**src/rtl/hfw_pkg.sv**
```systemverilog
package hfw_pkg;
  localparam int HALF_EXP_W    = 5;
  localparam int HALF_FRAC_W   = 10;
  localparam int SINGLE_EXP_W  = 8;
  localparam int SINGLE_FRAC_W = 23;

  localparam int HALF_W    = 1 + HALF_EXP_W + HALF_FRAC_W;
  localparam int SINGLE_W  = 1 + SINGLE_EXP_W + SINGLE_FRAC_W;
  localparam int HALF_BIAS   = (1 << (HALF_EXP_W - 1)) - 1;
  localparam int SINGLE_BIAS = (1 << (SINGLE_EXP_W - 1)) - 1;
  localparam int BIAS_DIFF   = SINGLE_BIAS - HALF_BIAS;

  typedef enum logic [1:0] {
    CLS_ZERO    = 2'd0,
    CLS_SUBNORM = 2'd1,
    CLS_NORMAL  = 2'd2,
    CLS_SPECIAL = 2'd3
  } fclass_e;
endpackage

```
**src/rtl/hfw_lzc.sv**
```systemverilog
module hfw_lzc #(
  parameter int W  = 10,
  localparam int CW = $clog2(W + 1)
) (
  input  logic [W-1:0]  vec_i,
  output logic [CW-1:0] cnt_o
);
  logic [W-1:0]  hit;
  logic [CW-1:0] cand [W];

  // One candidate per bit: leading-zero count if that bit is the top one
  for (genvar g = 0; g < W; g++) begin : g_bit
    if (g == W - 1) begin : g_top
      assign hit[g] = vec_i[g];
    end else begin : g_low
      assign hit[g] = vec_i[g] & ~(|vec_i[W-1:g+1]);
    end
    assign cand[g] = CW'(W - 1 - g);
  end

  always_comb begin
    cnt_o = CW'(W);
    for (int i = 0; i < W; i++) begin
      if (hit[i]) cnt_o = cand[i];
    end
  end
endmodule

```
**src/rtl/hfw_decode.sv**
```systemverilog
module hfw_decode
  import hfw_pkg::*;
#(
  parameter int HE = HALF_EXP_W,
  parameter int HF = HALF_FRAC_W,
  localparam int HW = 1 + HE + HF
) (
  input  logic [HW-1:0] word_i,
  output logic          sign_o,
  output logic [HE-1:0] exp_o,
  output logic [HF-1:0] frac_o,
  output fclass_e       cls_o
);
  assign sign_o = word_i[HW-1];
  assign exp_o  = word_i[HW-2:HF];
  assign frac_o = word_i[HF-1:0];

  always_comb begin
    if (&exp_o)           cls_o = CLS_SPECIAL;
    else if (|exp_o)      cls_o = CLS_NORMAL;
    else if (|frac_o)     cls_o = CLS_SUBNORM;
    else                  cls_o = CLS_ZERO;
  end
endmodule

```
**src/rtl/hfw_norm.sv**
```systemverilog
module hfw_norm #(
  parameter int HF        = 10,
  parameter int SE        = 8,
  parameter int BIAS_DIFF = 112
) (
  input  logic [HF-1:0] frac_i,
  output logic [SE-1:0] exp_o,
  output logic [HF-1:0] frac_o
);
  localparam int CW = $clog2(HF + 1);

  logic [CW-1:0] lead_zeros;
  logic [CW:0]   shift_amt;

  hfw_lzc #(.W(HF)) u_lzc (
    .vec_i (frac_i),
    .cnt_o (lead_zeros)
  );

  // Shift is lead_zeros + 1, so the leading one falls off the top
  assign shift_amt = {1'b0, lead_zeros} + 1'b1;

  always_comb begin
    frac_o = frac_i << shift_amt;
    exp_o  = SE'(BIAS_DIFF) - SE'(lead_zeros);
  end
endmodule

```
**src/rtl/hfw_widen.sv**
```systemverilog
module hfw_widen
  import hfw_pkg::*;
(
  input  logic        clk,
  input  logic        rst,
  input  logic [15:0] half_in,
  input  logic        ftz_en,
  output logic [31:0] single_out
);
  localparam int PAD_W = SINGLE_FRAC_W - HALF_FRAC_W;

  logic                     h_sign;
  logic [HALF_EXP_W-1:0]    h_exp;
  logic [HALF_FRAC_W-1:0]   h_frac;
  fclass_e                  h_cls;
  logic [SINGLE_EXP_W-1:0]  sub_exp;
  logic [HALF_FRAC_W-1:0]   sub_frac;
  logic [SINGLE_EXP_W-1:0]  res_exp;
  logic [HALF_FRAC_W-1:0]   res_frac;
  logic [SINGLE_W-1:0]      res_word;

  hfw_decode #(.HE(HALF_EXP_W), .HF(HALF_FRAC_W)) u_decode (
    .word_i (half_in),
    .sign_o (h_sign),
    .exp_o  (h_exp),
    .frac_o (h_frac),
    .cls_o  (h_cls)
  );

  hfw_norm #(.HF(HALF_FRAC_W), .SE(SINGLE_EXP_W), .BIAS_DIFF(BIAS_DIFF)) u_norm (
    .frac_i (h_frac),
    .exp_o  (sub_exp),
    .frac_o (sub_frac)
  );

  always_comb begin
    unique case (h_cls)
      CLS_SPECIAL: begin
        res_exp  = '1;
        res_frac = h_frac;
      end
      CLS_NORMAL: begin
        res_exp  = SINGLE_EXP_W'(h_exp) + SINGLE_EXP_W'(BIAS_DIFF);
        res_frac = h_frac;
      end
      CLS_SUBNORM: begin
        res_exp  = ftz_en ? '0 : sub_exp;
        res_frac = ftz_en ? '0 : sub_frac;
      end
      default: begin
        res_exp  = '0;
        res_frac = '0;
      end
    endcase
    res_word = {h_sign, res_exp, res_frac, {PAD_W{1'b0}}};
  end

  always_ff @(posedge clk) begin
    if (rst) single_out <= '0;
    else     single_out <= res_word;
  end
endmodule

```
**config.mk**
```make
export PLATFORM = sky130hd
export DESIGN_NAME = hfw_widen
export DESIGN_NICKNAME = d
export VERILOG_FILES = /design/src/rtl/hfw_pkg.sv /design/src/rtl/hfw_lzc.sv /design/src/rtl/hfw_decode.sv /design/src/rtl/hfw_norm.sv /design/src/rtl/hfw_widen.sv
export SDC_FILE = /design/constraint.sdc
export NUM_CORES = 1
export LEC_CHECK = 0
export ABC_AREA = 1
export BUFFER_PORTS_ARGS = -buffer_cell sky130_fd_sc_hd__buf_2
export CORE_ASPECT_RATIO = 1.1
export CORE_UTILIZATION = 50
export CTS_CLUSTER_SIZE = 28
export DETAILED_ROUTE_END_ITERATION = 7
export PLACE_DENSITY = 0.76
export SLEW_MARGIN = 20
export SYNTH_ARGS = -nofsm -noshare
export SYNTH_HDL_FRONTEND = slang
export SYNTH_HIERARCHICAL = 1
export SYNTH_SLANG_ARGS = --single-unit
```
**constraint.sdc**
```tcl
create_clock -name clk -period 6.55 [get_ports clk]
set_input_delay 0.9825 -clock clk [delete_from_list [all_inputs] [get_ports clk]]
set_output_delay 0.9825 -clock clk [all_outputs]
set_load 0.01 [all_outputs]
```
==> impl_metrics.csv, run 1 <==
group,metric,value,unit
outcome,outcome,"complete, no violations",
sta,max_freq,281,MHz
yosys,synthesis.area,0.00176,mm2
yosys,synth-seq-cells,19,
sta,hold_viol,0,
grt,grt_overflow_total,0,
floorplan,die_h,64.3,um
cts,cts_tree,"built",
setup_path,worstPathArrival,3.79,ns
setup_path,cp.required,6.78,ns
grt,antenna_found_initial,0,
sta,finalCriticalPeriod,3.55,ns
cts,cts_resized,0,
floorplan,ios,51,
routing,routedWlPerCell,9.22,um
min_path,hold_end,"single_out[31]$_SDFF_PP0_",
setup_path,crit_chain,"buf_2 -> nor2_1 -> nand2_1 -> nor2_1 -> o21ai_1 -> nand4_1 -> inv_1 -> ha_1 -> inv_2 -> nand3_1 -> nor3_1 -> nand2_1 -> nand2_1 -> inv_1 -> nor2_1 -> nand2_1 -> a21oi_1",
grt,grt_max_degree,19,
floorplan,fp-row-count,22,
cts,htree_levels,1,
job,drv_cap,0,
cts,cts_hold_buf,0,
routing,first_iter_violations,65,
routing,drtPass1Iterations,4,
setup_path,critPathMaxFanout,16,
final_layout,nFillCells,367,
yosys,ys_types,24,
floorplan,core_area,0.00336,mm2
setup_path,critical_path.slowest_cell,"nand4_1",
setup_path,path_class,"in -> reg",
placement,hpwl,2690,um
pwr,powerDensity,155,mW/mm2
min_path,worstHoldPathType,"in -> reg",
routing,drt-total-wl,3350,um
setup_path,crit_buf_inv,4,
yosys,syn_avg_cell_area,5.85,um2
yosys,synth-seq-area-share,0.216,
cts,numCtsBuffers,3,
placement,io_buffer_count,37,
pwr,p_total,278,uW
setup_path,endpoint_kind,"flip-flop",
min_path,hold_depth,3,
setup_path,critical-path-max-stage-delay,0.50,ns
grt,grt_pass1_vias,1363,
routing,drc,0,
grt,grt_usage,0.189,
min_path,min_from,"half_in[15]",
final_layout,reg.largest.list,"single_out (19)",
cts,clk_pin_slew,0.10,ns
sta,grt_setup_unrepaired,"no",
sta,slew_headroom,0.582,
final_layout,fin_nets,337,
grt,grt_pass1_wl,5660,um
cts,clock_path_buffers,2,
final_layout,syn_to_final_growth,1.78,%
sta,setup_viol,0,
yosys,ys_warn_count,6,
final_layout,largest_reg_flops,19,
final_layout,layout_common_cells,"nand2_1, nor2_1, buf_2, nand3_1, inv_1",
floorplan,start_util,0.525,
setup_path,crit_family,"simple AND/OR/NAND/NOR gates",
final_layout,seqCellArea,380,um2
sta,max_slew.worst_pin.slew,0.626,ns
floorplan,dieArea,0.00377,mm2
final_layout,final_common_cell,"nand2_1",
setup_path,crit_top_cell,"nand2_1",
routing,vias,1696,
final_layout,multiInputGateArea,0.00101,mm2
yosys,synthCells,301,
cts,root_buffer,"clkbuf_4",
pwr,ir_drop,61.3,uV
final_layout,drive_gt1_frac,0.200,
cts,cts_setup_buffers,0,
sta,min_period_over_period,0.543,
setup_path,worstSetupStartpointType,"input port",
final_layout,diodes,0,
floorplan,die_w,58.6,um
final_layout,max_flop_register,"single_out",
cts,cts.sinks,19,
routing,ant_nets,0,
sta,slew_violations,0,
sta,tns,0,ns
placement,gp_congestion,0.940,
pwr,total_leakage_power,0.00102,uW
routing,post_drt_via_cell_ratio,4.67,
[tightest hold or removal path, cell delays in order]
cell and delay [ns]:
buf_2 0.09, inv_1 0.04, nor2_1 0.03
[cell families after synthesis]
family                   count (synthesis)  synth area share
adder cells (fa/ha/maj)                  2            0.0142
AND/OR/NAND/NOR                        175             0.442
other                                    3           0.00639
buffers and inverters                   75             0.239
XOR/XNOR                                 2           0.00994
flip-flops                              19             0.216
AO/OA/AOI/OAI                           25            0.0724
[power breakdown]
part,switching (uW),internal [uW],leakage (uW),total [uW]
Combinational,63.7,34.7,0.000841,98.4
Sequential,1.15,122,0.000158,124
Clock,33.3,22.7,0.0000177,56.0
Total,98.1,180,0.00102,278
[area by class of cell]
| type | count | share of cell area |
|---|---|---|
| inverters | 35 | 0.0733 |
| repair buffers | 37 | 0.103 |
| clock buffers | 3 | 0.0126 |
| clock inverters | 1 | 0.00279 |
| well taps | 48 | 0.0335 |
| multi-input cells | 220 | 0.562 |
| flip-flops and latches | 19 | 0.212 |
[worst max-delay path by stage]
stage | slack (ns) | from | to | cells after the start
floorplan | 3.35 | half_in[8] | single_out[21]$_SDFF_PP0_ | 19
global placement | 2.84 | half_in[5] | single_out[21]$_SDFF_PP0_ | 17
detailed placement | 2.76 | half_in[5] | single_out[21]$_SDFF_PP0_ | 17
CTS | 3.06 | half_in[5] | single_out[21]$_SDFF_PP0_ | 17
global route | 2.68 | half_in[4] | single_out[17]$_SDFF_PP0_ | 17
finish | 3.00 | half_in[5] | single_out[21]$_SDFF_PP0_ | 17
[synth_stat cells (all sizes together)]
cell	count	share of area
xnor2	1	0.0050
nand3	36	0.10
or2	7	0.025
conb	3	0.0064
xor2	1	0.0050
clkbuf	1	0.0021
nand2	80	0.18
buf	39	0.16
nand4	2	0.0071
dfxtp	19	0.22
nor2	45	0.12
nor3	5	0.014
inv	35	0.075
o21ai	2	0.0057
a21oi	22	0.063
ha	2	0.014
o211ai	1	0.0043
[metrics by stage]
stage | setup WS (ns) | hold slack [ns] | util | cells | area, um2
6_report | 3.00 | 0.884 | 0.534 | 363 | 1790
5_1_grt | 2.68 | 0.881 | 0.534 | 363 | 1790
4_1_cts | 3.06 | 0.878 | 0.534 | 363 | 1790
3_5_place_dp | 2.76 | 1.19 | 0.526 | 359 | 1770
3_3_place_gp | 2.84 | 1.19 | 0.526 | 359 | 1770
2_1_floorplan | 3.35 | 1.05 | - | 314 | 1810
[routing by layer]
layer  share of wire  global-route usage
met4           0.022              0.0774
met2            0.45               0.297
met5               0                   0
met3           0.080              0.0304
met1            0.45               0.255
No activity file was read; power rests on OpenSTA's default activity.
==> run 2, diff against run 1 <==
- clock period: 6.55 -> 3.6 ns (I/O delays scaled with it)
==> run 2 against run 1 <==
Net effect: combinational power up 84%; sequential share of layout area down 0.088 points; clock power up 86%; non-clock buffer count up 1; wire length up 6.0%; critical endpoint unchanged; first-iteration DRC count up 25%; hold slack worse by 0.46 ns; highest routed layer unchanged.
==> impl_metrics.csv, run 2 (synthesis results as in run 1) <==
group,metric,value,unit
outcome,outcome,"complete, no violations",
grt,grt_pass1_vias,1392,
setup_path,crit_buf_inv,4,
grt,grt_pass1_wl,5830,um
floorplan,die_h,64.3,um
grt,grt_overflow_total,0,
routing,first_iter_violations,81,
final_layout,final_cell_count_no_fill,364,
grt,antenna_found_initial,0,
grt,met3_usage,0.0344,
final_layout,layout_common_cells,"nand2_1, nor2_1, buf_2, nand3_1, inv_1",
floorplan,die_w,58.6,um
floorplan,start_util,0.525,
routing,vias,1735,
sta,fin_hold_ws,0.428,ns
floorplan,core_area,0.00336,mm2
sta,tns,0,ns
final_layout,largest_reg_flops,19,
pwr,total_leakage_power,0.00102,uW
placement,io_buffer_count,37,
sta,grt_setup_unrepaired,"no",
pwr,pwr-share-seq,0.440,
setup_path,critical_path.slowest_cell,"ha_1",
setup_path,crit_top_cell,"nand2_1",
cts,numCtsBuffers,3,
min_path,worstHoldPathType,"in -> reg",
grt,met1_usage,0.251,
min_path,hold_depth,3,
sta,slew_headroom,0.604,
routing,post_drt_via_cell_ratio,4.77,
final_layout,reg.largest.list,"single_out (19)",
final_layout,final_common_cell,"nand2_1",
sta,finalCriticalPeriod,2.56,ns
job,drv_cap,0,
sta,slew_violations,0,
setup_path,crit_family,"simple AND/OR/NAND/NOR gates",
sta,hold_viol,0,
final_layout,syn_to_final_growth,2.20,%
final_layout,final_core_util,0.536,
pwr,powerDensity,284,mW/mm2
setup_path,crit_cells,17,
final_layout,drive_gt1_frac,0.203,
final_layout,max_flop_register,"single_out",
grt,grt_max_degree,19,
grt,grt_busiest_layer,"met2",
sta,setup_viol,0,
sta,min_period_over_period,0.710,
setup_path,worstSetupStartpointType,"input port",
placement,gp_congestion,0.937,
setup_path,path_class,"in -> reg",
setup_path,cp.required,3.83,ns
setup_path,critPathMaxFanout,11,
sta,max_freq,391,MHz
pwr,ir_drop,88.2,uV
setup_path,endpoint_kind,"flip-flop",
setup_path,crit_chain,"buf_2 -> nor2_4 -> nand2_2 -> nor2_1 -> o21ai_1 -> nand4_1 -> inv_1 -> ha_1 -> inv_2 -> nand3_1 -> nor3_1 -> nand2_1 -> nand2_1 -> inv_1 -> nor2_1 -> nand2_1 -> a21oi_1",
grt,grt_usage,0.202,
pwr,p_int,328,uW
cts,cts_setup_buffers,0,
cts,cts_hold_buf,0,
placement,hpwl,2760,um
floorplan,fp-row-count,22,
routing,ant_nets,0,
pwr,switching_share,0.357,
routing,routedWlPerCell,9.75,um
cts,clock_path_buffers,2,
setup_path,critical-path-max-stage-delay,0.47,ns
cts,cts_tree,"built",
cts,cts.sinks,19,
setup_path,worstPathArrival,2.79,ns
sta,max_slew.worst_pin.slew,0.594,ns
routing,drt-total-wl,3550,um
final_layout,diodes,0,
final_layout,fin_nets,338,
routing,drtPass1Iterations,4,
pwr,p_clk_frac,0.204,
grt,use_met2,0.335,
cts,htree_levels,1,
pwr,p_sw,182,uW
routing,drc,0,
cts,cts_resized,0,
pwr,combPwrFrac,0.355,
floorplan,ios,51,
floorplan,dieArea,0.00377,mm2
pwr,p_total,510,uW
placement,dpl.cell_count,360,
cts,clk_pin_slew,0.10,ns
cts,root_buffer,"clkbuf_4",
-- run 2: cell types whose count changed in the layout (fill, tap and decap cells not counted) --
cell	before	now
buf_4	0	1
-- run 2: path summary, 6_finish.rpt --
kind	from	endpoint	slack [ns]
min	half_in[15]	single_out[31]$_SDFF_PP0_	0.43
max	half_in[8]	single_out[21]$_SDFF_PP0_	1.04
-- run 2: routing by layer --
metal | share of wire | up-vias
li1 | - | 918
met1 | 0.46 | 747
met2 | 0.46 | 65
met3 | 0.064 | 5
met4 | 0.019 | 0
met5 | 0 | -
-- run 2: final cells by class --
cell class	count	area (um2)
clock buffers	3	22.5
clock inverters	1	5.00
well taps	48	60.1
flip-flops and latches	19	380
repair buffers	38	193
fillers	392	1560
multi-input cells	220	1010
inverters	35	131
-- run 2: through the flow --
stage                     cell area (um2)  setup slack (ns)
after CTS                            1800              1.09
after global placement               1770             0.835
after global routing                 1800             0.774
final                                1800              1.04
after detailed placement             1770             0.783
after floorplan                      1810             0.843
-- run 2: power by group through the flow --
stage,logic (uW),registers (uW),clock network [uW]
final,181,225,104
after global routing,205,226,117
after CTS,179,225,108
after detailed placement,179,230,0
after global placement,179,230,0
after floorplan,151,238,0
-- run 2: tightest hold or removal path, delay by kind of cell --
family        cells  cell delay, ns
buf+inv           2            0.10
simple gates      1            0.06
==> run 3, diff against run 2 <==
- ABC_AREA: 1 -> 0
- PLACE_DENSITY: 0.76 -> 0.77
- clock period: 3.6 -> 2.6 ns (I/O delays scaled with it)
==> run 3 against run 2 <==
Net effect: the run now ends with design-rule violations left; sequential power grew 39%; hold slack got worse by 0.14 ns; cell area rose by 3.6%; largest cell class unchanged; largest power group unchanged.
==> impl_metrics.csv, run 3 <==
group,metric,value,unit
final_layout,reg.largest.list,"single_out (19)",
yosys,synth-seq-area-share,0.230,
routing,drc,9,
pwr,p_int,493,uW
placement,gp_congestion,0.916,
sta,max_slew.worst_pin.slew,0.620,ns
grt,grt_pass1_wl,5990,um
placement,hpwl,2910,um
cts,clk_pin_slew,0.10,ns
setup_path,endpoint_kind,"flip-flop",
sta,fin_hold_ws,0.288,ns
sta,hold_viol,0,
sta,slew_violations,0,
sta,slew_headroom,0.575,
yosys,yosysTopAreaCell,"dfxtp_1",
grt,grt_max_degree,27,
grt,grt_usage,0.215,
cts,cts_hold_buf,0,
sta,grt_setup_unrepaired,"no",
final_layout,fin_nets,267,
yosys,ys_types,46,
grt,grt_pass1_vias,1395,
cts,numCtsBuffers,3,
setup_path,path_class,"in -> reg",
setup_path,critPathMaxFanout,9,
floorplan,ios,51,
final_layout,syn_to_final_growth,12.9,%
placement,place_area,0.00184,mm2
routing,ant_nets,0,
floorplan,die_w,56.8,um
floorplan,core_area,0.00310,mm2
yosys,synthesis.area,0.00165,mm2
pwr,p_total,732,uW
final_layout,fin_area,0.00187,mm2
final_layout,diodes,0,
floorplan,die_h,62.3,um
cts,cts_resized,0,
final_layout,drive_gt1_frac,0.355,
job,drv_cap,0,
cts,root_buffer,"clkbuf_4",
sta,min_period_over_period,0.908,
floorplan,start_util,0.533,
routing,routedWlPerCell,13.4,um
sta,setup_viol,0,
final_layout,largest_reg_flops,19,
cts,htree_levels,1,
yosys,ys_warn_count,6,
routing,vias,1489,
pwr,p_sw,239,uW
yosys,yosys-top-cells-count,"buf_4, nand2_1, a21oi_1, dfxtp_1, nor2_1",
pwr,ir_drop,213,uV
grt,antenna_found_initial,0,
pwr,powerDensity,392,mW/mm2
routing,post_drt_via_cell_ratio,5.34,
final_layout,max_flop_register,"single_out",
sta,max_freq,424,MHz
yosys,synth.area.top_cells,"dfxtp_1, buf_4, a21oi_1, nand2_1, mux2i_1",
yosys,synth-seq-cells,19,
setup_path,cp.required,2.79,ns
yosys,async_flop_share,0,
cts,cts_setup_buffers,0,
routing,first_iter_violations,66,
cts,cts.sinks,19,
outcome,outcome,"finished with violations",
pwr,total_leakage_power,0.000866,uW
outcome,violations,"design-rule violations",
routing,drtPass1Iterations,6,
pwr,pwr-share-seq,0.426,
grt,grt_overflow_total,0,
placement,io_buffer_count,37,
yosys,syn_avg_cell_area,7.98,um2
final_layout,layout_common_cells,"buf_2, buf_4, nand2_1, a21oi_1, dfxtp_1",
sta,finalCriticalPeriod,2.36,ns
pwr,p_clk_frac,0.203,
yosys,ys.flop_type,"dfxtp_1",
min_path,worstHoldPathType,"in -> reg",
yosys,synthCells,207,
pwr,switching_share,0.327,
setup_path,worstPathArrival,2.55,ns
floorplan,dieArea,0.00354,mm2
floorplan,fp-row-count,21,
cts,cts_tree,"built",
yosys,synth_edf_count,0,
routing,drt-total-wl,3730,um
pwr,combPwrFrac,0.370,
setup_path,worstSetupStartpointType,"input port",
yosys,synth_most_common_cell,"buf_4",
final_layout,final_common_cell,"buf_2",
cts,clock_path_buffers,2,
yosys,yosysTopAreaCellShare,0.230,
==> run 3: cells by family (layout without fill, tap and decap cells) <==
group,count (synthesis),in the layout,share of synthesized area
other cells,3,16,0.00681
simple gates,71,71,0.230
fa+ha+maj,2,2,0.0151
xor+xnor,3,3,0.0204
mux,15,15,0.114
flops,19,19,0.230
compound gates,46,46,0.170
buf+inv,48,73,0.214
==> run 3: cell type report <==
cell class,count,area (um2)
Clock buffer,3,22.5
Sequential cell,19,380
Multi-Input combinational cell,153,1000
Tap cell,34,42.5
Timing Repair Buffer,65,395
Fill cell,314,1230
Clock inverter,1,5.00
Inverter,4,17.5
==> run 3: stage by stage <==
stage,setup slack [ns],instances,setup TNS [ns],util
finish,0.239,279,0,0.602
global route,0.0701,279,0,0.602
CTS,0.233,279,0,0.602
detailed placement,-0.0882,275,-0.248,0.593
global placement,-0.00833,275,-0.00970,0.593
floorplan,-0.0159,220,-0.0159,-
==> run 3: power groups by stage <==
| stage | Combinational, uW | Sequential, uW | Clock, uW |
|---|---|---|---|
| detailed placement | 265 | 319 | 0 |
| global placement | 260 | 319 | 0 |
| floorplan | 204 | 329 | 0 |
| finish | 271 | 312 | 149 |
| CTS | 267 | 312 | 151 |
| global route | 291 | 314 | 163 |
==> run 3: routing by layer <==
| layer | track usage | vias to the layer above | wire (um) |
|---|---|---|---|
| met5 | 0 | - | 0 |
| met4 | 0.104 | 0 | 110 |
| met3 | 0.0229 | 10 | 171 |
| met2 | 0.371 | 58 | 1740 |
| met1 | 0.263 | 678 | 1710 |
| li1 | - | 743 | - |
==> run 3: worst paths after layout <==
| path | end | from | cells after the start |
|---|---|---|---|
| setup / recovery | single_out[21]$_SDFF_PP0_ | half_in[7] | 11 |
| hold / removal | single_out[31]$_SDFF_PP0_ | half_in[15] | 2 |
==> run 3: worst max-delay path, cell delays in order <==
cell      delay, ns
buf_2          0.13
nor4_4         0.35
nand2_2        0.12
o22ai_4        0.18
inv_4          0.06
ha_4           0.34
mux4_1         0.57
mux2i_1        0.14
o22ai_1        0.10
nand3b_1       0.11
a21oi_1        0.07
